==> src/rtl/rtu_pkg.sv <==
// Shared types for the honeycomb route unit.
// Direction codes double as bit indices of the one-hot direction/port vectors.
package rtu_pkg;
    typedef enum logic [2:0] {
        DIR_N = 3'd0,
        DIR_S = 3'd1,
        DIR_E = 3'd2,
        DIR_W = 3'd3,
        DIR_L = 3'd4
    } rtu_dir_e;

    localparam int NUM_DIRS  = 5;
    localparam int NUM_PORTS = 4;
endpackage

==> src/rtl/rtu_decide.sv <==
// Direction decision for one header.
// Assumes: X and Y are AW-bit two's-complement offsets; positive X is reached
// by stepping east, positive Y by stepping south. Purely combinational.
module rtu_decide
    import rtu_pkg::*;
#(
    parameter int AW = 4
) (
    input  logic [AW-1:0] x,
    input  logic [AW-1:0] y,
    input  logic          link_east,
    input  logic          detour_north,
    output rtu_dir_e      dir
);
    logic x_zero, y_zero, x_pos, x_neg, y_neg;
    logic horiz_ok;

    // Classify the signs of both offsets.
    always_comb begin
        x_zero = (x == '0);
        y_zero = (y == '0);
        x_neg  = x[AW-1];
        x_pos  = !x_zero && !x_neg;
        y_neg  = y[AW-1];
    end

    // A horizontal hop is possible only toward the side that has the link.
    always_comb horiz_ok = (x_pos && link_east) || (x_neg && !link_east);

    // Priority: local, horizontal, vertical toward zero, then Y-zero detour.
    always_comb begin
        if (x_zero && y_zero)
            dir = DIR_L;
        else if (horiz_ok)
            dir = link_east ? DIR_E : DIR_W;
        else if (!y_zero)
            dir = y_neg ? DIR_N : DIR_S;
        else
            dir = detour_north ? DIR_N : DIR_S;
    end
endmodule

==> src/rtl/rtu_rewrite.sv <==
// Next-hop address rewrite: N adds 1 to Y, S subtracts 1 from Y,
// W adds 1 to X, E subtracts 1 from X; local leaves both fields alone.
// Assumes the AW-bit arithmetic wraps naturally (the decision never needs it).
module rtu_rewrite
    import rtu_pkg::*;
#(
    parameter int AW = 4
) (
    input  rtu_dir_e      dir,
    input  logic [AW-1:0] x,
    input  logic [AW-1:0] y,
    output logic [AW-1:0] nx,
    output logic [AW-1:0] ny
);
    localparam logic [AW-1:0] ONE = AW'(1);

    // Apply the one-step update belonging to the chosen direction.
    always_comb begin
        nx = x;
        ny = y;
        unique case (dir)
            DIR_N:   ny = y + ONE;
            DIR_S:   ny = y - ONE;
            DIR_E:   nx = x - ONE;
            DIR_W:   nx = x + ONE;
            default: ;
        endcase
    end
endmodule

==> src/rtl/rtu_portmap.sv <==
// Expands the direction code into a one-hot logical vector and a one-hot
// physical-side vector. Local goes to the side without a horizontal link.
module rtu_portmap
    import rtu_pkg::*;
(
    input  rtu_dir_e               dir,
    input  logic                   link_east,
    output logic [NUM_DIRS-1:0]    dir_oh,
    output logic [NUM_PORTS-1:0]   port_oh
);
    rtu_dir_e local_side;

    // The local interface occupies the free horizontal side.
    always_comb local_side = link_east ? DIR_W : DIR_E;

    for (genvar g = 0; g < NUM_DIRS; g++) begin : g_dir
        // One logical bit per direction code.
        assign dir_oh[g] = (dir == rtu_dir_e'(g));
    end

    for (genvar p = 0; p < NUM_PORTS; p++) begin : g_port
        // A side is used by its own direction or by local when it is free.
        assign port_oh[p] = dir_oh[p] || (dir_oh[DIR_L] && (local_side == rtu_dir_e'(p)));
    end
endmodule

==> src/rtl/rtu_route_unit.sv <==
// Route unit of a honeycomb router: picks the next hop from the relative
// address and rewrites the address, registering the result for one cycle.
// Assumes link_east and detour_north are static per node.
module rtu_route_unit
    import rtu_pkg::*;
#(
    parameter int AW = 4,
    parameter int PW = 48
) (
    input  logic                 clk,
    input  logic                 rst_n,
    input  logic                 link_east,
    input  logic                 detour_north,
    input  logic                 in_valid,
    input  logic [AW-1:0]        in_x,
    input  logic [AW-1:0]        in_y,
    input  logic [PW-1:0]        in_payload,
    output logic                 out_valid,
    output logic [NUM_DIRS-1:0]  out_dir,
    output logic [NUM_PORTS-1:0] out_port,
    output logic [AW-1:0]        out_x,
    output logic [AW-1:0]        out_y,
    output logic [PW-1:0]        out_payload
);
    rtu_dir_e              dir_c;
    logic [AW-1:0]         nx_c, ny_c;
    logic [NUM_DIRS-1:0]   dir_oh_c;
    logic [NUM_PORTS-1:0]  port_oh_c;

    rtu_decide #(.AW(AW)) u_decide (
        .x            (in_x),
        .y            (in_y),
        .link_east    (link_east),
        .detour_north (detour_north),
        .dir          (dir_c)
    );

    rtu_rewrite #(.AW(AW)) u_rewrite (
        .dir (dir_c),
        .x   (in_x),
        .y   (in_y),
        .nx  (nx_c),
        .ny  (ny_c)
    );

    rtu_portmap u_portmap (
        .dir       (dir_c),
        .link_east (link_east),
        .dir_oh    (dir_oh_c),
        .port_oh   (port_oh_c)
    );

    // Output register: requests only while a header is valid.
    always_ff @(posedge clk) begin
        if (!rst_n) begin
            out_valid <= 1'b0;
            out_dir   <= '0;
            out_port  <= '0;
        end else begin
            out_valid <= in_valid;
            out_dir   <= in_valid ? dir_oh_c  : '0;
            out_port  <= in_valid ? port_oh_c : '0;
        end
    end

    // Header and payload register: data only, no reset needed.
    always_ff @(posedge clk) begin
        out_x       <= nx_c;
        out_y       <= ny_c;
        out_payload <= in_payload;
    end
endmodule

==> config.mk <==
export PLATFORM = sky130hd
export DESIGN_NAME = rtu_route_unit
export DESIGN_NICKNAME = d
export VERILOG_FILES = /design/src/rtl/rtu_pkg.sv /design/src/rtl/rtu_decide.sv /design/src/rtl/rtu_rewrite.sv /design/src/rtl/rtu_portmap.sv /design/src/rtl/rtu_route_unit.sv
export SDC_FILE = /design/constraint.sdc
export NUM_CORES = 1
export LEC_CHECK = 0
export BUFFER_PORTS_ARGS = -buffer_cell sky130_fd_sc_hd__buf_2
export CAP_MARGIN = 10
export CORE_MARGIN = 10
export CORE_UTILIZATION = 39
export DETAILED_ROUTE_END_ITERATION = 12
export PLACE_DENSITY = 0.87
export SLEW_MARGIN = 40
export SYNTH_ARGS = -nofsm -noshare
export SYNTH_HDL_FRONTEND = slang
export SYNTH_SLANG_ARGS = --single-unit
==> constraint.sdc <==
create_clock -name clk -period 2.5 [get_ports clk]
set_input_delay 0.5 -clock clk [delete_from_list [all_inputs] [get_ports clk]]
set_output_delay 0.5 -clock clk [all_outputs]
set_load 0.03 [all_outputs]
== After elaboration in Yosys (flattened, before gate mapping) ==
Cells that the tools add are included.
W data, S select, Z words.
Storage, ports and cells
  register bits after elaboration: 66
  latch bits: 0
  RAM bits: 0
  ROM bits: 0
  input port bits: 61
  output and inout bits: 66
  memories: 0
Operators by class
  $add $sub $neg: 4
  multipliers: 0
  div/mod/pow operators: 0
  magnitude comparators: 0
  eq/ne operators: 7
  shift operators: 0
  multiplexer cells: 9
  bitwise operators: 0
  reductions and logical operators: 21
Operators by type and width (count)
  $pmux W4 S2: 2
  $eq A3 B2 Y1 const B: 4
  $mux W3: 3
  $add A4 B1 Y4 const B: 2
  $logic_and A1 B1 Y1: 8
  $logic_not A4 Y1: 2
  $sub A4 B1 Y4 const B: 2
  $eq A3 B1 Y1 const B: 2
  $logic_not A3 Y1: 2
  $logic_or A1 B1 Y1: 5
  $mux W1: 4
  $eq A3 B3 Y1 const B: 1
  $logic_not A1 Y1: 3
  $reduce_and A2 Y1: 1

== Depth between registers and ports, before layout ==
  word-level depth: 10
  mapped depth: 10
  gate-level depth less buffers: 9

== Hierarchy ==
From an unflattened synthesis, not the netlist that was laid out.
Second synthesis, totals
  cell total of the unflattened synthesis: 139
  area, all modules: 1853.0 um^2
Modules (own cells, without submodules)
  rtu_route_unit: instances 1, cells each 76, area each 1385.1 um^2, sequential area each 1321.3 um^2
  rtu_rewrite: instances 1, cells each 42, area each 314.1 um^2, sequential area each 0.0 um^2
  rtu_portmap: instances 1, cells each 11, area each 81.3 um^2, sequential area each 0.0 um^2
  rtu_decide: instances 1, cells each 10, area each 72.6 um^2, sequential area each 0.0 um^2

== Worst setup path after synthesis ==
OpenSTA, ideal clock, no wires.
  kind: input -> register
  from: input in_x[3]
  to: register out_y[3]
  data arrival time: 1.990 ns
  required time: 2.382 ns
  slack: 0.392 ns
  stages on the path: 10
  path buffers: 1
  path through: buf_6 > nor4_4 > o21ai_0 > nand4_1 > inv_1 > ha_1 > a21oi_1 > nand2_1 > o21ai_1 > a21boi_1
Between the ends
  longest elaborated chain between the ends: 9
  elaborated cells on any way between the ends: 13
  classes of those cells: eq/ne: 1; mux: 3; reduce/logical: 9
RTL lines
  start, declared: line rtu_route_unit.sv:15  | input logic [AW-1:0] in_x,
  $logic_not A4 Y1: line rtu_decide.sv:20  | x_zero = (x == '0);
  $logic_not A1 Y1: line rtu_decide.sv:23  | x_pos = !x_zero && !x_neg;
  $logic_and A1 B1 Y1: line rtu_decide.sv:23
  $logic_and A1 B1 Y1: line rtu_decide.sv:28  | always_comb horiz_ok = (x_pos && link_east) || (x_neg && !link_east);
  $logic_or A1 B1 Y1: line rtu_decide.sv:28
  $mux W3: line rtu_decide.sv:34  | else if (horiz_ok)
  $mux W3 *: line rtu_decide.sv:32  | if (x_zero && y_zero)
  $eq A3 B1 Y1 *
  via dir_oh_c[1]: line rtu_route_unit.sv:27  | logic [NUM_DIRS-1:0] dir_oh_c;
  $pmux W4 S2 *: line rtu_rewrite.sv:21  | unique case (dir)
  via ny_c[3]: line rtu_route_unit.sv:26  | logic [AW-1:0] nx_c, ny_c;
  end signal, assigned: line rtu_route_unit.sv:69  | out_y <= ny_c;
  end, declared: line rtu_route_unit.sv:22  | output logic [AW-1:0] out_y,
Mark *: on every way through the listed nets, which the timed path passes. The rest lies on a longest branch.
A chain may end at the register's enable or synchronous reset.

== Worst setup path in the final report ==
  from: input in_x[2]
  to: register out_y[3]
Between the ends
  longest elaborated chain between the ends: 9
  elaborated cells on any way between the ends: 11
  classes of those cells: eq/ne: 1; mux: 3; reduce/logical: 7
RTL lines (line)
  $logic_not A4 Y1 *: rtu_decide.sv:20
  $logic_not A1 Y1: rtu_decide.sv:23
  $logic_and A1 B1 Y1: rtu_decide.sv:23
  $logic_and A1 B1 Y1: rtu_decide.sv:28
  $logic_or A1 B1 Y1: rtu_decide.sv:28
  $mux W3: rtu_decide.sv:34
  $mux W3 *: rtu_decide.sv:32
  $eq A3 B1 Y1 *
  via dir_oh_c[1]: rtu_route_unit.sv:27
  $pmux W4 S2 *: rtu_rewrite.sv:21
  via ny_c[3]: rtu_route_unit.sv:26
Marks and branches as above.

==> metrics <==
first-pass GRT wire length=8380 microns; Final GP Congestion=0.771; # resized after CTS=0; io pins=127; DRT antenna net count=0; beginning of the worst hold path=in_payload[0]; row cnt=24; CP endpoint kind=flip-flop; Worst IR Drop VDD=330 uV; GRT Total Usage=14.9%; WHS Endpoint=out_payload[0]$_DFF_P_; Max stage delay cell, worst path=or3_1; maxcap violations=0; M3 GR Usage=6.37%; DR vias=1441; Detailed Routing Iterations Pass 1=6; largest net degree at the start of global routing=13; CP Cell Sequence=buf_2 > or3_1 > nand2_1 > nand4_1 > inv_1 > ha_1 > a21oi_1 > nand2_1 > o21ai_1 > a21boi_1; overflow left after global routing=0; total CTS buffers=9; initial antenna violation count=0; CTS Buffer Depth=2; die height=86.9 microns; Syn Area/Cell=13.5 sq um; predominant post-synthesis flop cell=dfxtp_1; crit-path most repeated cell=nand2_1; # clock sinks=64; Slew headroom=66.2%; nature of the critical path startpoint=input pin; Inserted Diodes=0; full die area=7540 sq um; Layout area overhead=49.7%; Port-buffer cells=126; met2 Usage GRT=27.8%; max-slew violation count=0; most frequent cells in the layout=126 x buf_2, 64 x dfxtp_1, 9 x nor2_1, 9 x clkbuf_8; NumNets Final=330; WP buf/inv=2; # H-tree levels=3; commonest non-fill, non-tap cell in the layout=buf_2; Async SR Flop Fraction=0%; Worst Hold Class=in -> reg; CTS tree=done; met1 Use GR=13.5%; syn nets=196; Leak=0.00133 uW; #FFs+latches synth=64; RSZ-0062 raised after global routing=no; Min Clock Period, post-route=2.02 ns; slowest stage delay, CP=0.41 ns; # Post-CTS Setup Buffers=0; vias in the first global route=1488; synth warn=0; drt wl/cell=18.4 microns; worst-margin pin slew=0.493 ns; # hold bufs at CTS=0; Mapped Area=1740 sq um; core area=4350 sq um; pwr dens=877 nW/um^2; worst hold path cell count=1; Layout fillers=345; die width=86.9 microns; 1st-iter DRT viols=37; # DRC=0; critical path class=in -> reg; CTS clock-pin slew for the worst setup and hold paths=0.07 ns; Tcrit/Tclk final=80.8%; # setup viols final=0; critical path peak fanout=5; detailed placement HPWL=4890 microns; fin util=59.9%; status=finished, final reports clean; cell family with most CP delay=simple AND/OR/NAND/NOR gates; WL final=5880 microns; Post-synth EDFFs=0; sequential area share after synthesis=73.5%; vias per inst=4.50; CP arrival=2.23 ns; layout cells sized above 1=54.9%; CP Data Required Time=2.71 ns; fmax=495 MHz; most used routing layer=met2; Hold Vio Cnt, Final=0; Mapped Cells=129; Netlist cell types=30; setup TNS=0 ns; Initial Util=40.0%; CTS Root Cell=clkbuf_8
==> registers in the layout, summed over array words and instances, names as in the netlist <==
name / count
out_dir: 5
out_y: 4
out_x: 4
out_valid: 1
out_port: 2
out_payload: 48
==> worst max-delay path by stage <==
stage | startpoint | slack (ns) | to | cells after the start
floorplan | in_x[3] | 0.39 | out_y[3]$_DFF_P_ | 10
global placement | in_x[2] | 0.26 | out_y[3]$_DFF_P_ | 10
detailed placement | in_x[2] | 0.16 | out_y[3]$_DFF_P_ | 10
CTS | in_x[2] | 0.51 | out_y[3]$_DFF_P_ | 10
global route | in_x[0] | 0.37 | out_y[3]$_DFF_P_ | 10
finish | in_x[2] | 0.48 | out_y[3]$_DFF_P_ | 10
==> kinds of logic after synthesis <==
kind of cell / synth area share, %
AO/OA/AOI/OAI: 6.53
XOR/XNOR: 2.51
adder cells (fa/ha/maj): 5.17
buffers and inverters: 3.02
flip-flops: 73.5
multiplexers: 0.574
AND/OR/NAND/NOR: 8.69
==> cell usage after synthesis (all sizes together), types with 2 or more instances <==
cell	n	area, sq um
a21oi	7	35.0
nand3	2	10.0
nand2	7	26.3
fa	2	40.0
nor2	9	33.8
ha	4	50.1
xnor2	4	35.0
o21a	2	15.0
buf	4	33.8
inv	5	18.8
nor4	2	33.8
o21ai	3	15.0
dfxtp	64	1280
==> metal layers <==
layer  routed length [microns]  up-vias
li1                          -      692
met1                      2010      673
met2                      3200       72
met3                       625        4
met4                        44        0
met5                         0        -
==> power by group <==
part           internal (uW)  leakage (uW)  switching (uW)  total, uW
registers               1090      0.000538            15.2       1100
clock network            459     0.0000952             380        839
logic                    113      0.000695             234        347
total                   1660       0.00133             629       2290
==> per-stage QoR <==
step                setup WS (ns)  hold WS [ns]  cells  instance area, sq um  power (uW)
global route                0.372         0.250    320                  2610        2400
floorplan                   0.392         0.528    129                  1740        1330
finish                      0.480         0.273    320                  2610        2290
detailed placement          0.157         0.604    304                  2410        1480
CTS                         0.510         0.255    320                  2610        2320
global placement            0.263         0.603    304                  2410        1460
==> area by class of cell <==
cell class,instances,area (sq um),area share (%)
inverters,5,18.8,0.719
repair buffers,127,638,24.5
clock inverters,7,72.6,2.78
clock buffers,9,124,4.75
well taps,52,65.1,2.49
multi-input cells,56,409,15.7
flip-flops and latches,64,1280,49.1
Note: power is estimated with default switching activity, not from simulation.
